===== src/rtl/bridgePkg.sv =====
package bridgePkg;

  // Per-request commands from the control FSM to the datapath
  typedef struct packed {
    logic drivePre;   // present a preamble bit
    logic preVal;     // value of that preamble bit
    logic loadByte;   // pop FIFO head and present its LSB
    logic shiftBit;   // present next bit of the current byte
    logic goIdle;     // return the line to 0
  } txStrobes_t;

  typedef enum logic [1:0] {TX_IDLE, TX_PRE, TX_BOUND, TX_DATA} txState_t;

  typedef enum logic [2:0] {RX_IDLE, RX_START, RX_DATA, RX_STOP, RX_WAITHI} rxState_t;

endpackage


===== src/rtl/bridgeHostRx.sv =====
module bridgeHostRx #(
  parameter int BASE_DIV = 2604,
  parameter int DATA_W   = 8,
  parameter int OSR      = 16
) (
  input  logic              clk,
  input  logic              rstN,
  input  logic              hostRx,
  input  logic [1:0]        rateSel,
  output logic              byteValid,
  output logic [DATA_W-1:0] byteData
);
  import bridgePkg::*;

  localparam int DIV_W = $clog2(BASE_DIV + 1);
  localparam int OSR_W = $clog2(OSR);
  localparam int BIT_W = $clog2(DATA_W);

  logic [DIV_W-1:0] divCnt, divNow;
  logic [1:0]       shAmt;
  logic             tick;
  logic             rxS1, rxS2;
  logic [OSR_W-1:0] tickCnt;
  logic [BIT_W-1:0] bitCnt;
  logic [DATA_W-1:0] shReg;
  rxState_t         state;

  assign shAmt  = (rateSel == 2'd0) ? 2'd0 : (rateSel == 2'd1) ? 2'd1 : 2'd2;
  assign divNow = DIV_W'(BASE_DIV) >> shAmt;
  assign tick   = (divCnt >= divNow - DIV_W'(1));

  always_ff @(posedge clk or negedge rstN) begin
    if (!rstN) divCnt <= '0;
    else if (tick) divCnt <= '0;
    else divCnt <= divCnt + DIV_W'(1);
  end

  always_ff @(posedge clk or negedge rstN) begin
    if (!rstN) begin
      rxS1 <= 1'b1;
      rxS2 <= 1'b1;
    end else begin
      rxS1 <= hostRx;
      rxS2 <= rxS1;
    end
  end

  always_ff @(posedge clk or negedge rstN) begin
    if (!rstN) begin
      state     <= RX_IDLE;
      tickCnt   <= '0;
      bitCnt    <= '0;
      shReg     <= '0;
      byteValid <= 1'b0;
      byteData  <= '0;
    end else begin
      byteValid <= 1'b0;
      case (state)
        RX_IDLE: if (tick && !rxS2) begin
          state   <= RX_START;
          tickCnt <= '0;
        end
        RX_START: if (tick) begin
          if (tickCnt == OSR_W'(OSR / 2 - 1)) begin
            tickCnt <= '0;
            bitCnt  <= '0;
            state   <= rxS2 ? RX_IDLE : RX_DATA;
          end else tickCnt <= tickCnt + OSR_W'(1);
        end
        RX_DATA: if (tick) begin
          if (tickCnt == OSR_W'(OSR - 1)) begin
            tickCnt <= '0;
            shReg   <= {rxS2, shReg[DATA_W-1:1]};
            if (bitCnt == BIT_W'(DATA_W - 1)) state <= RX_STOP;
            else bitCnt <= bitCnt + BIT_W'(1);
          end else tickCnt <= tickCnt + OSR_W'(1);
        end
        RX_STOP: if (tick) begin
          if (tickCnt == OSR_W'(OSR - 1)) begin
            tickCnt <= '0;
            if (rxS2) begin
              byteValid <= 1'b1;
              byteData  <= shReg;
              state     <= RX_IDLE;
            end else state <= RX_WAITHI;
          end else tickCnt <= tickCnt + OSR_W'(1);
        end
        RX_WAITHI: if (rxS2) state <= RX_IDLE;
        default: state <= RX_IDLE;
      endcase
    end
  end

endmodule


===== src/rtl/bridgeDatapath.sv =====
module bridgeDatapath #(
  parameter int DATA_W = 8,
  parameter int DEPTH  = 16
) (
  input  logic                   clk,
  input  logic                   rstN,
  input  logic                   dataClk,
  input  logic                   byteValid,
  input  logic [DATA_W-1:0]      byteData,
  input  bridgePkg::txStrobes_t  strobes,
  output logic                   reqPulse,
  output logic                   txBit,
  output logic                   fifoFull,
  output logic                   fifoEmpty,
  output logic                   overflow
);
  localparam int PTR_W = $clog2(DEPTH);
  localparam int CNT_W = $clog2(DEPTH + 1);
  localparam logic [PTR_W-1:0] LAST = PTR_W'(DEPTH - 1);

  logic [2:0]        dSync;
  logic [DATA_W-1:0] mem [DEPTH];
  logic [PTR_W-1:0]  wrPtr, rdPtr;
  logic [CNT_W-1:0]  fill;
  logic [DATA_W-1:0] shReg;
  logic              push, pop;

  // two-stage synchroniser plus edge register
  always_ff @(posedge clk or negedge rstN) begin
    if (!rstN) dSync <= '0;
    else dSync <= {dSync[1:0], dataClk};
  end
  assign reqPulse = dSync[1] & ~dSync[2];

  assign fifoFull  = (fill == CNT_W'(DEPTH));
  assign fifoEmpty = (fill == '0);
  assign push      = byteValid & ~fifoFull;
  assign pop       = strobes.loadByte & ~fifoEmpty;

  always_ff @(posedge clk) begin
    if (push) mem[wrPtr] <= byteData;
  end

  always_ff @(posedge clk or negedge rstN) begin
    if (!rstN) begin
      wrPtr    <= '0;
      rdPtr    <= '0;
      fill     <= '0;
      overflow <= 1'b0;
    end else begin
      if (push) wrPtr <= (wrPtr == LAST) ? '0 : wrPtr + PTR_W'(1);
      if (pop)  rdPtr <= (rdPtr == LAST) ? '0 : rdPtr + PTR_W'(1);
      if (push && !pop) fill <= fill + CNT_W'(1);
      else if (pop && !push) fill <= fill - CNT_W'(1);
      if (byteValid && fifoFull) overflow <= 1'b1;
    end
  end

  always_ff @(posedge clk or negedge rstN) begin
    if (!rstN) begin
      txBit <= 1'b0;
      shReg <= '0;
    end else if (strobes.drivePre) begin
      txBit <= strobes.preVal;
    end else if (pop) begin
      txBit <= mem[rdPtr][0];
      shReg <= mem[rdPtr] >> 1;
    end else if (strobes.shiftBit) begin
      txBit <= shReg[0];
      shReg <= shReg >> 1;
    end else if (strobes.goIdle) begin
      txBit <= 1'b0;
    end
  end

endmodule


===== src/rtl/bridgeControl.sv =====
module bridgeControl #(
  parameter int DATA_W  = 8,
  parameter int PRE_LEN = 16
) (
  input  logic                  clk,
  input  logic                  rstN,
  input  logic                  reqPulse,
  input  logic                  fifoEmpty,
  output bridgePkg::txStrobes_t strobes,
  output logic                  txActive
);
  import bridgePkg::*;

  localparam int PRE_W = $clog2(PRE_LEN);
  localparam int BIT_W = $clog2(DATA_W);
  localparam int CW    = (PRE_W > BIT_W) ? PRE_W : BIT_W;

  txState_t state, stateNx;
  logic [CW-1:0] cnt, cntNx;
  logic activeNx;

  always_comb begin
    strobes  = '0;
    stateNx  = state;
    cntNx    = cnt;
    activeNx = txActive;
    if (reqPulse) begin
      case (state)
        TX_IDLE: if (!fifoEmpty) begin
          strobes.drivePre = 1'b1;
          strobes.preVal   = 1'b0;
          stateNx  = TX_PRE;
          cntNx    = CW'(1);
          activeNx = 1'b1;
        end
        TX_PRE: begin
          strobes.drivePre = 1'b1;
          strobes.preVal   = cnt[0];
          if (cnt == CW'(PRE_LEN - 1)) stateNx = TX_BOUND;
          else cntNx = cnt + CW'(1);
        end
        TX_BOUND: if (!fifoEmpty) begin
          strobes.loadByte = 1'b1;
          stateNx = TX_DATA;
          cntNx   = CW'(1);
        end else begin
          strobes.goIdle = 1'b1;
          stateNx  = TX_IDLE;
          activeNx = 1'b0;
        end
        TX_DATA: begin
          strobes.shiftBit = 1'b1;
          if (cnt == CW'(DATA_W - 1)) stateNx = TX_BOUND;
          else cntNx = cnt + CW'(1);
        end
        default: stateNx = TX_IDLE;
      endcase
    end
  end

  always_ff @(posedge clk or negedge rstN) begin
    if (!rstN) begin
      state    <= TX_IDLE;
      cnt      <= '0;
      txActive <= 1'b0;
    end else begin
      state    <= stateNx;
      cnt      <= cntNx;
      txActive <= activeNx;
    end
  end

endmodule


===== src/rtl/syncTxBridge.sv =====
module syncTxBridge #(
  parameter int BASE_DIV   = 2604,
  parameter int DATA_W     = 8,
  parameter int FIFO_DEPTH = 16,
  parameter int PRE_LEN    = 16
) (
  input  logic       clk,
  input  logic       rstN,
  input  logic       hostRx,
  input  logic       dataClk,
  input  logic [1:0] rateSel,
  output logic       txBit,
  output logic       txActive,
  output logic       fifoFull,
  output logic       fifoEmpty,
  output logic       overflow
);
  import bridgePkg::*;

  logic              byteValid;
  logic [DATA_W-1:0] byteData;
  logic              reqPulse;
  txStrobes_t        strobes;

  bridgeHostRx #(.BASE_DIV(BASE_DIV), .DATA_W(DATA_W), .OSR(16)) rx_i (
    .clk(clk), .rstN(rstN), .hostRx(hostRx), .rateSel(rateSel),
    .byteValid(byteValid), .byteData(byteData)
  );

  bridgeDatapath #(.DATA_W(DATA_W), .DEPTH(FIFO_DEPTH)) dp_i (
    .clk(clk), .rstN(rstN), .dataClk(dataClk), .byteValid(byteValid),
    .byteData(byteData), .strobes(strobes), .reqPulse(reqPulse),
    .txBit(txBit), .fifoFull(fifoFull), .fifoEmpty(fifoEmpty),
    .overflow(overflow)
  );

  bridgeControl #(.DATA_W(DATA_W), .PRE_LEN(PRE_LEN)) ctl_i (
    .clk(clk), .rstN(rstN), .reqPulse(reqPulse), .fifoEmpty(fifoEmpty),
    .strobes(strobes), .txActive(txActive)
  );

endmodule


===== config.mk =====
export PLATFORM = sky130hd
export DESIGN_NAME = syncTxBridge
export DESIGN_NICKNAME = d
export VERILOG_FILES = /design/src/rtl/bridgePkg.sv /design/src/rtl/bridgeHostRx.sv /design/src/rtl/bridgeDatapath.sv /design/src/rtl/bridgeControl.sv /design/src/rtl/syncTxBridge.sv
export SDC_FILE = /design/constraint.sdc
export NUM_CORES = 1
export LEC_CHECK = 0
export BUFFER_PORTS_ARGS = -buffer_cell sky130_fd_sc_hd__buf_2
export CAP_MARGIN = 20
export CORE_ASPECT_RATIO = 1.5
export CORE_MARGIN = 5
export CORE_UTILIZATION = 60
export DETAILED_ROUTE_END_ITERATION = 6
export PLACE_DENSITY_LB_ADDON = 0.05
export RECOVER_POWER = 50
export SLEW_MARGIN = 20
export SYNTH_ARGS = -nofsm -noshare
export SYNTH_HDL_FRONTEND = slang
export SYNTH_SLANG_ARGS = --single-unit

===== constraint.sdc =====
create_clock -name clk -period 3.12 [get_ports clk]
set_input_delay 0.156 -clock clk [delete_from_list [all_inputs] [get_ports clk]]
set_output_delay 0.156 -clock clk [all_outputs]
set_load 0.01 [all_outputs]

==> impl_metrics.py <==
metrics = {
    "power_and_ir_drop": {
        "power_frac_clock": 0.395,
        "vdd_ir_drop_max_mv": 0.410,
        "power_leakage_nw": 3.68,
        "p_sw_frac": 0.235,
        "cell_internal_pwr_mw": 4.62,
        "comb_power_share": 0.094,
        "pwr-share-seq": 0.511,
        "powerDensity_nw_per_um2": 614,
        "switching_power_mw": 1.42,
    },
    "drt": {
        "dr.pass1.iters": 4,
        "wl_met1_um": 6390,
        "routedWlPerCell_um": 21.0,
        "drt_wl_total_um": 17400,
        "viasPerCell": 5.97,
        "drc_errors": 0,
        "drtIter0Drc": 398,
        "dr_wl_met3_um": 417,
        "final_antenna_net_count": 0,
        "highest_layer": "met4",
        "wl_met2_um": 10100,
        "vias": 4946,
    },
    "place": {
        "dpl-instance-area_um2": 9150,
        "portBuffers": 10,
        "place_congestion": 0.824,
        "post-dp-hpwl_um": 12100,
        "dp_slack_ns": 0.202,
    },
    "synthesis": {
        "syn_area_per_cell_um2": 15.0,
        "synth_top_family_by_area": "multiplexers",
        "synth_mux_area_frac": 0.129,
        "yosysTopAreaCell": "edfxtp_1",
        "synth_fa_ha_area_frac": 0.0395,
        "synth_compound_area_frac": 0.0659,
        "synthXorXnorAreaFrac": 0.0180,
        "ys_ff_latch": 201,
        "synthesis.instances": 585,
        "synthDistinctLibCells": 59,
        "ys.flop_type": "edfxtp_1",
        "synth_edf_count": 128,
        "yosys.area_share.simple": 0.0769,
        "synthTopCellsByArea": "edfxtp_1 44%, dfrtp_1 20%, mux4_2 8.5%, ha_1 3.7%, mux2_2 3.2%",
        "ys_async_sr_fraction": 0.363,
        "yosysSeqAreaShare": 0.648,
        "yosysWarnings": 0,
        "synth.top_cell.area_share": 0.439,
        "syn_nets": 618,
        "netlist_area_um2": 8750,
    },
    "run": {
        "maxCapViolCount": 1,
    },
    "cts": {
        "clk_transition_reported_paths_ns": 0.07,
        "clkLatencyLatePin_ns": 0.48,
        "cts_buffers": 19,
        "cts_max_level": 1,
        "post_cts_resized": 0,
        "cts_buffer_depth": 3,
        "postCtsSetupBuffers": 0,
        "clkSinkCount": 201,
        "cts_tree": "done",
        "root_buffer": "clkbuf_16",
    },
    "die": {
        "die_w_um": 109,
        "core_um2": 14500,
        "dieArea_um2": 17100,
        "rows": 54,
        "initial_core_util": 0.605,
        "ioPinCount": 11,
        "dieHeight_um": 158,
    },
    "worst_hold_path": {
        "hp-start": "dataClk",
        "hp-class": "input port to flip-flop",
        "worstHoldEndpoint": "dp_i.dSync[0]$_DFF_PN0_",
        "hold-path-cell-count": 2,
    },
    "layout": {
        "num_antenna_cells": 0,
        "final_cell_mix": "128 x edfxtp_1, 70 x dfrtp_1, 40 x nand2_1, 34 x nor2_1, 33 x mux4_2",
        "area_growth_pct": 12.3,
        "fin_area_um2": 9830,
        "mostFrequentLayoutCell": "edfxtp_1",
        "final_net_count": 653,
        "drive_gt1_frac": 0.212,
    },
    "setup_path": {
        "cp.required_ns": 3.48,
        "r2r_cells": 7,
        "worst-path-stages": 7,
        "cp_max_fo": 11,
        "cp_slowest_cell": "a2111oi_4",
        "cp.arrival_ns": 3.17,
        "r2r-end": "rx_i.shReg[7]$_DFFE_PN0P_",
        "rrSetupSlack_ns": 0.30,
        "critPathBufInv": 1,
        "r2r-start": "rx_i.divCnt[0]$_DFF_PN0_",
        "path_class": "flip-flop to flip-flop",
        "cp_cell_sequence": "inv_1, ha_1, nand2b_1, a2111oi_0, or4_4, a2111oi_4, mux2_2",
        "crit_family": "compound AO/OA/AOI/OAI gates",
        "endpoint_kind": "flip-flop",
        "slowest_delay_ns": 0.66,
        "startpoint_type": "flip-flop",
    },
    "timing": {
        "layout_min_cycle_time_ns": 2.82,
        "finalWorstSetupSlack_ns": 0.302,
        "relSlewSlack": -0.253,
        "finalSetupTns_ns": 0,
        "setup_viol": 0,
        "maxSlewViolCount": 74,
        "timing.final.crit_share": 0.903,
        "fin_worst_skew_ns": 0.00912,
        "hold_violations": 0,
        "rsz0062_at_grt": "no",
        "worst_slew_pin_slew_ns": 1.88,
        "max_freq_mhz": 355,
    },
    "global_route": {
        "grt-ovfl-total": 0,
        "grt_pass1_vias": 5274,
        "grt_pass1_wl_um": 28200,
        "grt_util_all_layers": 0.218,
        "grt_max_degree": 74,
        "grt_antenna_before_repair": 0,
    },
    "outcome": {
        "status": "finished, violations left",
        "violations": "max-capacitance violations, max-slew violations",
    },
}
-- registers in the layout (all words and copies together) (netlist names), 2 cells and up --
name / count
dp_i.dSync: 3
rx_i.divCnt: 12
rx_i.bitCnt: 3
rx_i.state: 3
ctl_i.state: 2
rx_i.shReg: 8
rx_i.byteData: 8
dp_i.fill: 5
rx_i.tickCnt: 4
dp_i.shReg: 7
ctl_i.cnt: 4
dp_i.rdPtr: 4
dp_i.wrPtr: 4
dp_i.mem: 128
-- worst reg2reg max path, stage by stage, from the launching register on --
cell       delay, ns
dfrtp_1         0.41
inv_1           0.07
ha_1            0.28
nand2b_1        0.11
a2111oi_0       0.13
or4_4           0.63
a2111oi_4       0.67
mux2_2          0.41
-- cells in the mapped netlist, drive strengths merged (11+ instances only) --
master,count
buf,13
a21oi,18
dfrtp,71
mux2,26
o21ai,16
edfxtp,128
nand2,40
ha,26
nand3,16
mux4,33
xnor2,11
inv,22
nor2,34
clkbuf,14
-- layout make-up --
type / count / area (µm²)
inverters: 22 / 82.6
flip-flops and latches: 201 / 5670
fillers: 1062 / 4630
well taps: 196 / 245
clock inverters: 9 / 120
multi-input cells: 335 / 2890
clock buffers: 24 / 526
repair buffers: 41 / 289
-- per-stage QoR --
step / hold slack (ns) / utilization / cells / total power, mW
6_report: 0.319 / 0.680 / 828 / 6.03
5_1_grt: 0.318 / 0.680 / 828 / 6.28
4_1_cts: 0.309 / 0.680 / 828 / 6.08
3_5_place_dp: 0.262 / 0.633 / 792 / 3.70
3_3_place_gp: 0.261 / 0.633 / 792 / 3.65
2_1_floorplan: -0.140 / - / 585 / 3.51
-- cells by family after synthesis --
family | Yosys count
AO/OA/AOI/OAI | 82
XOR/XNOR | 18
adder cells (fa/ha/maj) | 27
buffers and inverters | 49
flip-flops | 201
multiplexers | 68
other | 1
AND/OR/NAND/NOR | 139
-- power by group through the flow --
stage                     Combinational (mW)  Clock [mW]  Sequential, mW
final                                  0.569        2.38            3.08
after global routing                   0.640        2.54            3.10
after CTS                              0.568        2.43            3.08
after detailed placement               0.565           0            3.13
after global placement                 0.532           0            3.12
after floorplan                        0.455           0            3.06
-- how the worst max path moves through the flow --
stage	startpoint	end	slack [ns]
2_1_floorplan	dp_i.fill[0]$_DFFE_PN0P_	dp_i.fill[4]$_DFFE_PN0P_	0.21
3_3_place_gp	rateSel[1]	rx_i.shReg[6]$_DFFE_PN0P_	0.32
3_5_place_dp	rateSel[1]	rx_i.shReg[3]$_DFFE_PN0P_	0.20
4_1_cts	rx_i.divCnt[0]$_DFF_PN0_	rx_i.shReg[7]$_DFFE_PN0P_	0.30
5_1_grt	rx_i.divCnt[0]$_DFF_PN0_	rx_i.shReg[3]$_DFFE_PN0P_	0.15
6_report	rx_i.divCnt[0]$_DFF_PN0_	rx_i.shReg[7]$_DFFE_PN0P_	0.30
-- repair_timing --
| item | 4_1_cts | 5_1_grt |
|---|---|---|
| endpoints found under the setup margin | 0 | 0 |
| hold endpoints to repair | 73 | 0 |
| hold buffers | 3 | 0 |
-- layer usage --
metal / global-route usage / up-vias
met2: 0.426 / 76
met3: 0.0253 / 32
li1: - / 2295
met4: 0.0716 / 0
met1: 0.241 / 2543
met5: 0 / -
Note: power is estimated with default switching activity, not from simulation.
